--- config.mk ---
export PLATFORM = sky130hd
export DESIGN_NAME = selftimed_write_seq
export DESIGN_NICKNAME = d
export VERILOG_FILES = /design/src/rtl/wseq_pkg.sv /design/src/rtl/wseq_timer.sv /design/src/rtl/wseq_ctrl.sv /design/src/rtl/wseq_status.sv /design/src/rtl/selftimed_write_seq.sv
export SDC_FILE = /design/constraint.sdc
export NUM_CORES = 1
export LEC_CHECK = 0
export BUFFER_PORTS_ARGS = -buffer_cell sky130_fd_sc_hd__buf_4
export CAP_MARGIN = 20
export CORE_ASPECT_RATIO = 0.5
export CORE_MARGIN = 3
export CORE_UTILIZATION = 57
export CTS_CLUSTER_DIAMETER = 30
export CTS_CLUSTER_SIZE = 20
export DETAILED_ROUTE_END_ITERATION = 7
export PLACE_DENSITY = 0.88
export SYNTH_ARGS = -nofsm -noshare
export SYNTH_HDL_FRONTEND = slang
export SYNTH_SLANG_ARGS = --single-unit
export TNS_END_PERCENT = 30
--- constraint.sdc ---
create_clock -name clk -period 4.7 [get_ports clk]
set_input_delay 0.235 -clock clk [delete_from_list [all_inputs] [get_ports clk]]
set_output_delay 0.235 -clock clk [all_outputs]
set_load 0.1 [all_outputs]
--- src/rtl/wseq_pkg.sv ---
package wseq_pkg;

    localparam int WORD_W = 16;

    typedef logic [WORD_W-1:0] word_t;

    typedef enum logic [1:0] {
        ST_IDLE = 2'd0,
        ST_ARM  = 2'd1,
        ST_PROG = 2'd2,
        ST_DONE = 2'd3
    } wseq_state_e;

    typedef struct packed {
        logic commit;
        logic kill_mid;
        logic kill_clean;
    } wseq_evt_t;

    function automatic word_t corrupt_word();
        return '1;
    endfunction

    function automatic int max2(input int a, input int b);
        return (a > b) ? a : b;
    endfunction

endpackage

--- src/rtl/wseq_timer.sv ---
module wseq_timer #(
    parameter int CW = 8
) (
    input  logic          clk,
    input  logic          rst,
    input  logic          load,
    input  logic [CW-1:0] load_val,
    input  logic          dec,
    output logic          zero
);
    logic [CW-1:0] cnt_q;

    always_ff @(posedge clk) begin
        if (rst) begin
            cnt_q <= '0;
        end else if (load) begin
            cnt_q <= load_val;
        end else if (dec && cnt_q != '0) begin
            cnt_q <= cnt_q - 1'b1;
        end
    end

    assign zero = (cnt_q == '0);
endmodule

--- src/rtl/wseq_ctrl.sv ---
module wseq_ctrl
    import wseq_pkg::*;
#(
    parameter int ARM_CYCLES  = 4,
    parameter int PROG_CYCLES = 2000
) (
    input  logic        clk,
    input  logic        rst,
    input  logic        wr_req,
    input  logic        wc,
    input  logic        cs_n,
    output wseq_state_e state_q,
    output wseq_state_e state_d,
    output logic        capture,
    output wseq_evt_t   evt
);
    localparam int CW = $clog2(max2(ARM_CYCLES, PROG_CYCLES) + 1);
    localparam logic [CW-1:0] ARM_LOAD  = CW'(ARM_CYCLES - 1);
    localparam logic [CW-1:0] PROG_LOAD = CW'(PROG_CYCLES - 1);

    logic          t_load;
    logic [CW-1:0] t_val;
    logic          t_dec;
    logic          t_zero;

    wseq_timer #(.CW(CW)) u_timer (
        .clk      (clk),
        .rst      (rst),
        .load     (t_load),
        .load_val (t_val),
        .dec      (t_dec),
        .zero     (t_zero)
    );

    always_comb begin
        state_d = state_q;
        t_load  = 1'b0;
        t_val   = '0;
        t_dec   = 1'b0;
        capture = 1'b0;
        evt     = '0;
        unique case (state_q)
            ST_IDLE: begin
                if (wr_req) begin
                    if (wc) begin
                        evt.kill_clean = 1'b1;
                    end else begin
                        capture = 1'b1;
                        t_load  = 1'b1;
                        t_val   = ARM_LOAD;
                        state_d = ST_ARM;
                    end
                end
            end
            ST_ARM: begin
                if (wc) begin
                    evt.kill_clean = 1'b1;
                    state_d        = ST_IDLE;
                end else if (t_zero) begin
                    t_load  = 1'b1;
                    t_val   = PROG_LOAD;
                    state_d = ST_PROG;
                end else begin
                    t_dec = 1'b1;
                end
            end
            ST_PROG: begin
                if (wc) begin
                    evt.kill_mid = 1'b1;
                    state_d      = ST_DONE;
                end else if (t_zero) begin
                    evt.commit = 1'b1;
                    state_d    = ST_DONE;
                end else begin
                    t_dec = 1'b1;
                end
            end
            ST_DONE: begin
                if (cs_n) begin
                    state_d = ST_IDLE;
                end
            end
            default: state_d = ST_IDLE;
        endcase
    end

    always_ff @(posedge clk) begin
        if (rst) begin
            state_q <= ST_IDLE;
        end else begin
            state_q <= state_d;
        end
    end
endmodule

--- src/rtl/wseq_status.sv ---
module wseq_status (
    input  logic clk,
    input  logic rst,
    input  logic cs_n,
    input  logic sk,
    input  logic keep,
    input  logic rdy,
    output logic oe,
    output logic level
);
    logic cs_q;
    logic oe_q;

    always_ff @(posedge clk) begin
        if (rst) begin
            cs_q <= 1'b1;
            oe_q <= 1'b0;
        end else begin
            cs_q <= cs_n;
            if (!keep || cs_n) begin
                oe_q <= 1'b0;
            end else if (cs_q && !sk) begin
                oe_q <= 1'b1;
            end
        end
    end

    assign oe    = oe_q;
    assign level = oe_q ? rdy : 1'b1;
endmodule

--- src/rtl/selftimed_write_seq.sv ---
module selftimed_write_seq
    import wseq_pkg::*;
#(
    parameter int ADDR_W      = 8,
    parameter int ARM_CYCLES  = 4,
    parameter int PROG_CYCLES = 2000
) (
    input  logic              clk,
    input  logic              rst,
    input  logic              wr_req,
    input  logic [ADDR_W-1:0] wr_addr,
    input  logic [WORD_W-1:0] wr_data,
    input  logic              wc,
    input  logic              cs_n,
    input  logic              sk,
    output logic              rdy_busy,
    output logic              cmd_inhibit,
    output logic              mem_we,
    output logic [ADDR_W-1:0] mem_addr,
    output logic [WORD_W-1:0] mem_wdata,
    output logic              stat_oe,
    output logic              stat_bit,
    output logic              abort_pulse,
    output logic              abort_mid
);
    wseq_state_e       state_q;
    wseq_state_e       state_d;
    logic              capture;
    wseq_evt_t         evt;
    logic [ADDR_W-1:0] addr_q;
    word_t             data_q;
    logic              we_q;
    logic [ADDR_W-1:0] maddr_q;
    word_t             mdata_q;
    logic              abt_q;
    logic              abt_mid_q;

    wseq_ctrl #(
        .ARM_CYCLES  (ARM_CYCLES),
        .PROG_CYCLES (PROG_CYCLES)
    ) u_ctrl (
        .clk     (clk),
        .rst     (rst),
        .wr_req  (wr_req),
        .wc      (wc),
        .cs_n    (cs_n),
        .state_q (state_q),
        .state_d (state_d),
        .capture (capture),
        .evt     (evt)
    );

    assign rdy_busy    = (state_q != ST_PROG);
    assign cmd_inhibit = (state_q != ST_IDLE);

    wseq_status u_status (
        .clk   (clk),
        .rst   (rst),
        .cs_n  (cs_n),
        .sk    (sk),
        .keep  (state_d != ST_IDLE),
        .rdy   (rdy_busy),
        .oe    (stat_oe),
        .level (stat_bit)
    );

    always_ff @(posedge clk) begin
        if (rst) begin
            addr_q <= '0;
            data_q <= '0;
        end else if (capture) begin
            addr_q <= wr_addr;
            data_q <= wr_data;
        end
    end

    always_ff @(posedge clk) begin
        if (rst) begin
            we_q      <= 1'b0;
            maddr_q   <= '0;
            mdata_q   <= '0;
            abt_q     <= 1'b0;
            abt_mid_q <= 1'b0;
        end else begin
            we_q      <= evt.commit | evt.kill_mid;
            abt_q     <= evt.kill_mid | evt.kill_clean;
            abt_mid_q <= evt.kill_mid;
            if (evt.commit | evt.kill_mid) begin
                maddr_q <= addr_q;
                mdata_q <= evt.kill_mid ? corrupt_word() : data_q;
            end
        end
    end

    assign mem_we      = we_q;
    assign mem_addr    = maddr_q;
    assign mem_wdata   = mdata_q;
    assign abort_pulse = abt_q;
    assign abort_mid   = abt_mid_q;
endmodule

==> flow_summary.ini <==
[timing]
drv_slew = 0
rsz0062_at_grt = no
fin_setup_tns_ns = 0
hold_viol = 0
relSlewSlack = 0.2780
fmax_mhz = 409.4
setup_viol = 0
hold_ws_ns = 0.1046
finClkSkew_ns = 0.005898
worst_slew_pin_slew_ns = 1.083
finalCritPeriodShare = 0.5197
layout_min_cycle_time_ns = 2.443

[global_route]
grt_antenna_before_repair = 0
grt_pass1_vias = 2321
grt_max_degree = 66
grt_pass1_wl_um = 10230
grt_usage = 0.2278
overflow = 0

[clock_tree]
cts_inserted_buffers = 9
clock_sinks = 66
cts_tree = built
h-tree-depth = 3
clk_path_buf_depth = 2
postCtsHoldBufs = 0
post_cts_buffers = 0
cts_root_buffer = clkbuf_8
cts-resized-gates = 0
path_clk_slew_ns = 0.07
clock_latency_ns = 0.34

[floorplanning]
rows = 17
die_h_um = 54.96
io_pins = 61
die_area_sq_um = 5711
core_area_sq_um = 4509
start_util = 0.6060
fp.dieW_um = 103.9

[critical_path]
critical_path_required_ns = 4.89
cp-startpoint = u_ctrl.u_timer.cnt_q[0]
rr_startpoint = u_ctrl.u_timer.cnt_q[0]
crit_path_start_kind = register
critPathArrivalTime_ns = 2.64
cp-end-kind = register
criticalPathCategory = register to register
critPathMaxFanout = 25

[drt]
avgRoutedWirePerCell_um = 13.93
viasPerCell = 5.542
drc = 0
wl_um = 6350
drt_iter0_drc = 144
drt_pre_antenna_iters = 4
antenna_left = 0
vias = 2527

[power_and_ir_drop]
power_frac_seq = 0.361
power.switching_w = 0.0006966
power_frac_comb = 0.350
pwr_density_cell_nw_per_um2 = 542.2
switching_share = 0.3795
total_leakage_power_nw = 1.307
peakVddDrop_mv = 0.3114
intPower_w = 0.001139
pwr-share-clk = 0.289

[min_path]
holdCritStartpoint = cs_n
hp-class = primary input to register

[finish]
fill_cells = 329
drive_gt1_frac = 0.2256
nNetsFinal = 420
final_core_util = 0.7508
diodes = 0
final_area_sq_um = 3386
synthToLayoutAreaGrowth_pct = 23.90

[yosys]
synth_top_family_by_area = simple AND/OR/NAND/NOR gates
netlist_area_sq_um = 2733
yosys-top-cells-area = dfxtp_1, nand2_1, a21oi_1
synthesis.instances = 336
synth_flop_cell = dfxtp_1
synth_top_area_frac = 0.4835
syn_area_per_cell_sq_um = 8.133
ys_seq_area_frac = 0.4835
synth-edff-count = 0
synth_xor_area_frac = 0.01282
synth_adder_area_share = 0.02289
synth-simple-area-share = 0.2788
synth-async-reset-ratio = 0
synth_mux_area_frac = 0.007784
yosysWarnings = 0
yosys.area.top_type = dfxtp_1
synth_cell_types = 38
ys_ff_latch = 66
synth_compound_area_frac = 0.1442
syn_nets = 371

[place]
place_hpwl_um = 4043
numPortBuffers = 60
routabilityCongestion = 0.8605
postPlaceCellArea_sq_um = 3158

[flow_run]
max-cap-violations = 0

[run_status]
status = finished clean
==> routing by layer <==
| metal | GRT usage | wire, um |
|---|---|---|
| met3 | 0.06489 | 406 |
| met5 | 0 | 0 |
| met2 | 0.4172 | 3114 |
| met1 | 0.2550 | 2758 |
| met4 | 0.1214 | 70 |
==> synthesized netlist by cell type (4+ instances only) <==
cell	count
o21ai_0	5
ha_1	5
xnor2_1	4
nor3_1	41
a21oi_1	43
nor2b_1	4
buf_2	4
nor2_1	26
or2_2	4
clkbuf_1	13
nand2b_1	4
nand2_1	73
nor4_1	4
dfxtp_1	66
inv_1	7
==> cell usage in the layout, fill, tap and decap left out, types with 2 or more instances in the layout <==
master,Yosys,layout
inv_1,7,7
or2_2,4,4
nand2b_1,4,4
nor3_1,41,41
a31oi_1,2,2
nor2b_1,4,4
a211oi_1,3,3
nand2_1,73,73
o21ai_0,5,5
nor2_1,26,25
clkbuf_8,0,10
nor4_1,4,4
clkinv_4,0,2
buf_4,0,60
a311oi_1,3,3
ha_1,5,5
nand3_1,2,2
bufinv_16,0,2
xnor2_1,4,4
a21oi_1,43,43
dfxtp_1,66,66
or3_1,2,2
==> stage by stage <==
stage	worst slack (ns)	cells	total power, W
finish	2.257	456	0.001836
global route	2.088	456	0.001925
CTS	2.264	456	0.001832
detailed placement	2.323	440	0.001306
global placement	2.472	440	0.001277
floorplan	2.666	336	0.001204
==> registers in the layout, indices dropped and copies added, names as in the netlist <==
signal	count
data_q	16
u_status.cs_q	1
u_ctrl.u_timer.cnt_q	11
mem_we	1
u_ctrl.state_q	2
mem_addr	8
addr_q	8
abort_mid	1
u_status.oe	1
abort_pulse	1
mem_wdata	16
==> final timing paths <==
kind	endpoint	slack, ns	cells after the start
max	mem_wdata[0]	2.26	7
min reg2reg	mem_addr[7]	0.45	2
max reg2reg	mem_wdata[0]	2.26	7
min	u_status.cs_q	0.10	2
==> layout make-up <==
cell class,count,area [sq um],area share
Clock buffer,10,137.6,0.04065
Timing Repair Buffer,60,450.4,0.1330
Inverter,7,26.28,0.007761
Sequential cell,66,1321,0.3902
Clock inverter,6,90.09,0.02661
Multi-Input combinational cell,241,1277,0.3773
Tap cell,66,82.58,0.02439
==> logic make-up (layout without fill, tap and decap cells) <==
logic type / count (synthesis) / count (layout)
DFF: 66 / 66
buffers and inverters: 29 / 83
xor gates and xnor gates: 4 / 4
and+or+nand+nor: 165 / 165
adders and majority gates: 5 / 5
AOI/OAI and AO/OA: 65 / 65
muxes: 2 / 2
==> power groups by stage <==
stage	combinational, W	sequential, W	clock, W
2_1_floorplan	0.000478	0.000726	0
3_3_place_gp	0.000608	0.000669	0
3_5_place_dp	0.000633	0.000673	0
4_1_cts	0.000637	0.000661	0.000533
5_1_grt	0.000699	0.000670	0.000556
6_report	0.000643	0.000663	0.000530
==> critical path, stage by stage (launching register included) <==
cell     delay (ns)
dfxtp_1        0.31
inv_1          0.10
ha_1           0.22
or3b_2         0.59
nor3_4         0.31
o21ai_2        0.37
nor3_1         0.29
nor3_1         0.09
No activity file was read; power rests on OpenSTA's default activity.
